File: config.mk
export PLATFORM = sky130hd
export DESIGN_NAME = cascade_irq_ctrl
export DESIGN_NICKNAME = d
export VERILOG_FILES = /design/src/rtl/cic_pkg.sv /design/src/rtl/cic_sub_tier.sv /design/src/rtl/cic_arbiter.sv /design/src/rtl/cascade_irq_ctrl.sv
export SDC_FILE = /design/constraint.sdc
export NUM_CORES = 1
export LEC_CHECK = 0
export BUFFER_PORTS_ARGS = -buffer_cell sky130_fd_sc_hd__buf_2
export CELL_PAD_IN_SITES_DETAIL_PLACEMENT = 2
export CELL_PAD_IN_SITES_GLOBAL_PLACEMENT = 2
export CORE_MARGIN = 10
export CORE_UTILIZATION = 30
export DETAILED_ROUTE_END_ITERATION = 16
export PLACE_DENSITY_LB_ADDON = 0.15
export SYNTH_ARGS = -nofsm -noshare
export SYNTH_HDL_FRONTEND = slang
export SYNTH_SLANG_ARGS = --single-unit
export TNS_END_PERCENT = 10
File: constraint.sdc
create_clock -name clk -period 1.75 [get_ports clk]
set_input_delay 0.35 -clock clk [delete_from_list [all_inputs] [get_ports clk]]
set_output_delay 0.35 -clock clk [all_outputs]
set_load 0.005 [all_outputs]
File: src/rtl/cic_pkg.sv
package cic_pkg;
  localparam int ADDR_W = 3;

  typedef enum logic [ADDR_W-1:0] {
    REG_SRCPND = 3'd0,
    REG_MASK   = 3'd1,
    REG_INTPND = 3'd2,
    REG_OFFSET = 3'd3,
    REG_SUBPND = 3'd4,
    REG_SUBMSK = 3'd5
  } reg_sel_e;
endpackage

File: src/rtl/cic_sub_tier.sv
module cic_sub_tier #(
  parameter int NUM_MAIN = 32,
  parameter int NUM_SUB  = 11,
  parameter int GRP_SIZE = 3,
  parameter int NUM_GRP  = 4,
  parameter logic [NUM_GRP*8-1:0] PARENT_MAP = {8'd31, 8'd15, 8'd23, 8'd28}
) (
  input  logic                clk,
  input  logic                rst,
  input  logic [NUM_SUB-1:0]  sub_req,
  input  logic [NUM_SUB-1:0]  clr_vec,
  input  logic                msk_we,
  input  logic [NUM_SUB-1:0]  msk_wdata,
  output logic [NUM_SUB-1:0]  subpnd,
  output logic [NUM_SUB-1:0]  submsk,
  output logic [NUM_MAIN-1:0] parent_line
);
  logic [NUM_SUB-1:0] active;
  logic [NUM_GRP-1:0] grp_req;

  always_ff @(posedge clk) begin
    if (rst) begin
      subpnd <= '0;
      submsk <= '1;
    end else begin
      subpnd <= (subpnd & ~clr_vec) | sub_req;
      if (msk_we) submsk <= msk_wdata;
    end
  end

  assign active = subpnd & ~submsk;

  for (genvar g = 0; g < NUM_GRP; g++) begin : g_grp
    localparam int LO = g * GRP_SIZE;
    localparam int HI = ((LO + GRP_SIZE) < NUM_SUB ? (LO + GRP_SIZE) : NUM_SUB) - 1;
    if (LO < NUM_SUB) begin : g_live
      assign grp_req[g] = |active[HI:LO];
    end else begin : g_empty
      assign grp_req[g] = 1'b0;
    end
  end

  for (genvar m = 0; m < NUM_MAIN; m++) begin : g_par
    logic [NUM_GRP-1:0] hit;
    for (genvar g = 0; g < NUM_GRP; g++) begin : g_hit
      assign hit[g] = (PARENT_MAP[g*8 +: 8] == 8'(m));
    end
    assign parent_line[m] = |(hit & grp_req);
  end

  // a cleared sub-pending bit with no new request reads zero next cycle
  assert_sub_w1c_R3: assert property (@(posedge clk) disable iff (rst)
    1'b1 |=> ((subpnd & $past(clr_vec & ~sub_req)) == '0));

  // a new sub request is always captured
  assert_sub_latch_R9: assert property (@(posedge clk) disable iff (rst)
    1'b1 |=> ((subpnd & $past(sub_req)) == $past(sub_req)));
endmodule

File: src/rtl/cic_arbiter.sv
module cic_arbiter #(
  parameter int NUM_MAIN = 32,
  parameter int IDX_W    = 5
) (
  input  logic                clk,
  input  logic                rst,
  input  logic [NUM_MAIN-1:0] cand,
  input  logic [NUM_MAIN-1:0] clr_vec,
  output logic [NUM_MAIN-1:0] intpnd,
  output logic [IDX_W-1:0]    offset
);
  logic [IDX_W-1:0] win_idx;
  logic             win_vld;

  always_comb begin
    win_idx = '0;
    win_vld = 1'b0;
    for (int i = NUM_MAIN - 1; i >= 0; i--) begin
      if (cand[i]) begin
        win_idx = IDX_W'(i);
        win_vld = 1'b1;
      end
    end
  end

  always_ff @(posedge clk) begin
    if (rst) begin
      intpnd <= '0;
      offset <= '0;
    end else if (intpnd == '0) begin
      if (win_vld) begin
        intpnd <= NUM_MAIN'(1) << win_idx;
        offset <= win_idx;
      end
    end else begin
      intpnd <= intpnd & ~clr_vec;
    end
  end

  assert_onehot_R5: assert property (@(posedge clk) disable iff (rst)
    $onehot0(intpnd));

  assert_offset_match_R6: assert property (@(posedge clk) disable iff (rst)
    (intpnd != '0) |-> intpnd[offset]);

  assert_lowest_win_R5: assert property (@(posedge clk) disable iff (rst)
    (intpnd == '0 && cand != '0) |=>
      (intpnd != '0 && ($past(cand) & intpnd) != '0 && ($past(cand) & (intpnd - 1'b1)) == '0));

  assert_hold_R7: assert property (@(posedge clk) disable iff (rst)
    (intpnd != '0 && (intpnd & clr_vec) == '0) |=> (intpnd == $past(intpnd)));
endmodule

File: src/rtl/cascade_irq_ctrl.sv
module cascade_irq_ctrl
  import cic_pkg::*;
#(
  parameter int NUM_MAIN = 32,
  parameter int NUM_SUB  = 11,
  parameter int GRP_SIZE = 3,
  parameter int NUM_GRP  = 4,
  parameter logic [NUM_GRP*8-1:0] PARENT_MAP = {8'd31, 8'd15, 8'd23, 8'd28},
  parameter int DATA_W   = 32
) (
  input  logic                clk,
  input  logic                rst,
  input  logic [NUM_MAIN-1:0] src_req,
  input  logic [NUM_SUB-1:0]  sub_req,
  input  logic [ADDR_W-1:0]   bus_addr,
  input  logic                bus_we,
  input  logic [DATA_W-1:0]   bus_wdata,
  output logic [DATA_W-1:0]   bus_rdata,
  output logic                irq
);
  localparam int IDX_W = $clog2(NUM_MAIN);

  logic [NUM_MAIN-1:0] srcpnd, mask, intpnd, parent_line, cand;
  logic [NUM_MAIN-1:0] clr_src, clr_int;
  logic [NUM_SUB-1:0]  clr_sub, subpnd, submsk;
  logic [IDX_W-1:0]    offset;
  logic                sel_src, sel_int, sel_sub, sel_smk, sel_msk;

  assign sel_src = bus_we && (bus_addr == REG_SRCPND);
  assign sel_msk = bus_we && (bus_addr == REG_MASK);
  assign sel_int = bus_we && (bus_addr == REG_INTPND);
  assign sel_sub = bus_we && (bus_addr == REG_SUBPND);
  assign sel_smk = bus_we && (bus_addr == REG_SUBMSK);

  assign clr_src = sel_src ? bus_wdata[NUM_MAIN-1:0] : '0;
  assign clr_int = sel_int ? bus_wdata[NUM_MAIN-1:0] : '0;
  assign clr_sub = sel_sub ? bus_wdata[NUM_SUB-1:0]  : '0;

  cic_sub_tier #(
    .NUM_MAIN(NUM_MAIN), .NUM_SUB(NUM_SUB), .GRP_SIZE(GRP_SIZE),
    .NUM_GRP(NUM_GRP), .PARENT_MAP(PARENT_MAP)
  ) u_sub (
    .clk(clk), .rst(rst), .sub_req(sub_req), .clr_vec(clr_sub),
    .msk_we(sel_smk), .msk_wdata(bus_wdata[NUM_SUB-1:0]),
    .subpnd(subpnd), .submsk(submsk), .parent_line(parent_line)
  );

  always_ff @(posedge clk) begin
    if (rst) begin
      srcpnd <= '0;
      mask   <= '1;
    end else begin
      srcpnd <= (srcpnd & ~clr_src) | src_req | parent_line;
      if (sel_msk) mask <= bus_wdata[NUM_MAIN-1:0];
    end
  end

  assign cand = srcpnd & ~mask;

  cic_arbiter #(.NUM_MAIN(NUM_MAIN), .IDX_W(IDX_W)) u_arb (
    .clk(clk), .rst(rst), .cand(cand), .clr_vec(clr_int),
    .intpnd(intpnd), .offset(offset)
  );

  assign irq = |intpnd;

  always_ff @(posedge clk) begin
    if (rst) begin
      bus_rdata <= '0;
    end else begin
      case (bus_addr)
        REG_SRCPND: bus_rdata <= DATA_W'(srcpnd);
        REG_MASK:   bus_rdata <= DATA_W'(mask);
        REG_INTPND: bus_rdata <= DATA_W'(intpnd);
        REG_OFFSET: bus_rdata <= DATA_W'(offset);
        REG_SUBPND: bus_rdata <= DATA_W'(subpnd);
        REG_SUBMSK: bus_rdata <= DATA_W'(submsk);
        default:    bus_rdata <= '0;
      endcase
    end
  end

  assert_reset_mask_R1: assert property (@(posedge clk)
    $past(rst) && !rst |-> (mask == '1 && srcpnd == '0 && !irq));

  assert_src_w1c_R3: assert property (@(posedge clk) disable iff (rst)
    1'b1 |=> ((srcpnd & $past(clr_src & ~src_req & ~parent_line)) == '0));

  assert_src_latch_R2: assert property (@(posedge clk) disable iff (rst)
    1'b1 |=> ((srcpnd & $past(src_req)) == $past(src_req)));

  assert_irq_cause_R4: assert property (@(posedge clk) disable iff (rst)
    $rose(irq) |-> $past(|(srcpnd & ~mask)));
endmodule

==> impl_metrics.csv <==
group,metric,value,unit
clock_tree,cts_tree,"built",
drt,route.detailed.drc,0,
layout,syn_to_final_growth,43.2,%
pwr,seqPwrFrac,36.1,%
placement,hpwl,23700,um
synthesis,syn_avg_cell_area,8.23,um2
drt,vias,7820,
synthesis,ys_top_cells_by_area,"dfxtp_1 42%, nand2_1 7.3%, a21oi_1 5.4%, nor2_1 5.2%, a2111o_1 4.4%",
timing,final_period_minus_worst_setup_slack,2.35,ns
synthesis,yosysWarnings,0,
grt,grt_pass1_vias,8736,
drt,viasPerCell,5.25,
placement,gp_congestion,0.871,
critical_path,worstRegToRegCells,9,
timing,hold_viol,0,
clock_tree,hold_buffers,0,
synthesis,ys_types,59,
synthesis,ys_seq_area_share,42.1,%
critical_path,timing.rr.start,"u_arb.intpnd[6]",
critical_path,crit_start,"u_arb.intpnd[6]",
grt,antenna_found_initial,1,
synthesis,synth_largest_area_cell,"dfxtp_1",
critical_path,crit_path_end,"irq",
drt,firstDrtPassIters,4,
floorplanning,boundaryPins,114,
synthesis,ys_top_cells_by_count,"155 x dfxtp_1, 144 x nand2_1, 102 x nor2_1",
layout,drive_gt1_share,34.2,%
clock_tree,cts_buffers,17,
floorplanning,dieArea,31300,um2
clock_tree,clock_latency,0.44,ns
pwr,p_per_area,1010,nW/um2
placement,port_buffers,113,
timing,slew_violations,0,
floorplanning,num_rows,57,
grt,gr-usage-all-layers,21.3,%
critical_path,regToRegSetupSlack,-0.52,ns
timing,relSlewSlack,62.1,%
floorplanning,core_area,24200,um2
pwr,power_leakage,4.66,nW
drt,antenna_left,0,
synthesis,yosysMostFrequentCell,"dfxtp_1",
synthesis,synth-main-ff-cell,"dfxtp_1",
run,timing.max_cap.violations,0,
placement,placed_cells,1451,
timing,tightest_slew,0.569,ns
critical_path,cp_max_fo,3,
clock_tree,clk_pin_slew_worst_paths,0.07,ns
timing,fmax,425,MHz
floorplanning,start_util,30.4,%
grt,grt_pass1_wl,52000,um
run_status,status,"finished, violations left",
layout,final_nets,1232,
drt,drt_iter0_drc,401,
critical_path,required,1.40,ns
floorplanning,die_y,177,um
pwr,irDropWorstVdd,508,uV
clock_tree,cts.sinks,155,
pwr,combinationalPowerShare,22.3,%
critical_path,cp-end-kind,"primary output",
run_status,violations,"negative setup slack",
synthesis,synth_area,7380,um2
grt,grt_max_degree,94,
critical_path,worstSetupStartpointType,"register",
pwr,clkPwrFrac,41.6,%
pwr,p_int,7.53,mW
grt,grt.overflow.total,0,
timing,fin_ws,-0.602,ns
pwr,switching_share,29.1,%
synthesis,netlist.area_leader.share,42.1,%
clock_tree,clockRootBuffer,"clkbuf_16",
critical_path,r2r_end,"u_arb.intpnd[27]",
layout,fin_cells,1489,
layout,nFillCells,2714,
synthesis,synth_edf_count,0,
clock_tree,cts_max_path_buffers,2,
timing,rsz0062_at_grt,"true",
synthesis,synthArstFlopShare,0,%
worst_hold_path,hold_path.class,"input pin to register",
synthesis,ys_seq_elements,155,
clock_tree,htree_levels,4,
timing,fin_crit_sh,134,%
critical_path,timing_worst_setup_path_type,"register to primary output",
floorplanning,fp.dieW,177,um
timing,setup_viol,38,
synthesis,syn_inst,897,
critical_path,worst-endpoint-arrival,2.00,ns
drt,wl,33500,um
timing,tns,-16.81,ns
synthesis,syn_nets,978,
timing,clock-skew-final,0.0175,ns
pwr,switching_power,3.10,mW
drt,wl_per_cell,22.5,um
## kinds of logic (layout without fill, tap and decap cells)
| family | after synthesis | count (layout) | synth area share [%] |
|---|---|---|---|
| flops | 155 | 155 | 42.1 |
| other cells | 0 | 1 | 0 |
| simple gates | 404 | 404 | 27.1 |
| compound gates | 201 | 201 | 19.3 |
| mux | 35 | 35 | 5.82 |
| buf+inv | 102 | 369 | 5.70 |
## worst max-delay path: stages (launching register included)
cell and delay [ns]:
dfxtp_1 0.33, nor4_2 0.29, buf_4 0.16, nand4_1 0.20, nor2_4 0.19, inv_2 0.07, buf_6 0.12, buf_6 0.11
buf_6 0.10
## what timing repair did
item,in CTS,in global routing
buffers inserted,5,0
gates resized for setup,51,16
pin swaps,26,4
endpoints found under the setup margin,38,38
## placed cells by master, fill, tap and decap left out, types with 14 or more instances in the layout
cell type | netlist | final
dfxtp_1 | 155 | 151
o31ai_1 | 30 | 24
nand2b_1 | 31 | 21
inv_1 | 43 | 43
mux2i_1 | 26 | 26
clkbuf_16 | 0 | 17
nand3b_1 | 43 | 43
buf_2 | 6 | 111
nor2b_1 | 17 | 14
nand2_1 | 144 | 143
buf_4 | 0 | 168
a21oi_1 | 80 | 76
nor2_1 | 102 | 102
a2111o_1 | 29 | 29
nand3_1 | 18 | 14
## power groups by stage
stage | sequential, mW | clock [mW] | combinational (mW)
after CTS | 3.83 | 4.51 | 2.27
after floorplan | 3.88 | 0 | 0.941
after global placement | 3.89 | 0 | 1.96
after global routing | 3.86 | 4.65 | 2.55
final | 3.84 | 4.42 | 2.37
after detailed placement | 3.90 | 0 | 2.01
## stage by stage
stage | cell area [um2] | setup WS [ns] | utilization, % | total power, mW | hold WS, ns
final | 10600 | -0.602 | 43.6 | 10.6 | 0.110
after global placement | 9510 | -0.631 | 39.2 | 5.85 | 0.447
after floorplan | 7380 | -0.114 | - | 4.82 | 0.433
after detailed placement | 9510 | -0.639 | 39.2 | 5.90 | 0.461
after CTS | 10500 | -0.538 | 43.2 | 10.6 | 0.0983
after global routing | 10600 | -0.634 | 43.6 | 11.0 | 0.132
## state kept, by name, summed over array words and instances, names as in the netlist
signal and flops:
bus_rdata 32, u_sub.subpnd 11, srcpnd 32, u_sub.submsk 11, u_arb.intpnd 32, u_arb.offset 5
mask 32
## worst min-delay path by stage
stage / depth (start not counted) / start / endpoint
detailed placement: 2 / u_arb.offset[0] / u_arb.offset[0]
floorplan: 2 / u_arb.offset[0] / u_arb.offset[0]
finish: 3 / sub_req[0] / u_sub.subpnd[0]
global placement: 2 / u_arb.offset[0] / u_arb.offset[0]
CTS: 3 / sub_req[0] / u_sub.subpnd[0]
global route: 3 / sub_req[1] / u_sub.subpnd[1]
## per-layer routing
layer	GRT usage, %	routed length (um)	vias to the layer above
met5	0	0	-
met4	6.23	769	0
met3	3.84	1260	48
met2	37.9	17000	184
met1	25.6	14500	3920
li1	-	-	3668
## cell type report
type / count / area (um2) / share of cell area, %
inverter: 45 / 169 / 1.60
timing repair buffer: 292 / 2030 / 19.2
antenna: 1 / 2.50 / 0.0237
multi-input combinational: 640 / 4160 / 39.4
tap: 324 / 405 / 3.84
sequential: 155 / 3110 / 29.4
clock buffer: 20 / 457 / 4.32
clock inverter: 12 / 233 / 2.20
Note: power is estimated with default switching activity, not from simulation.
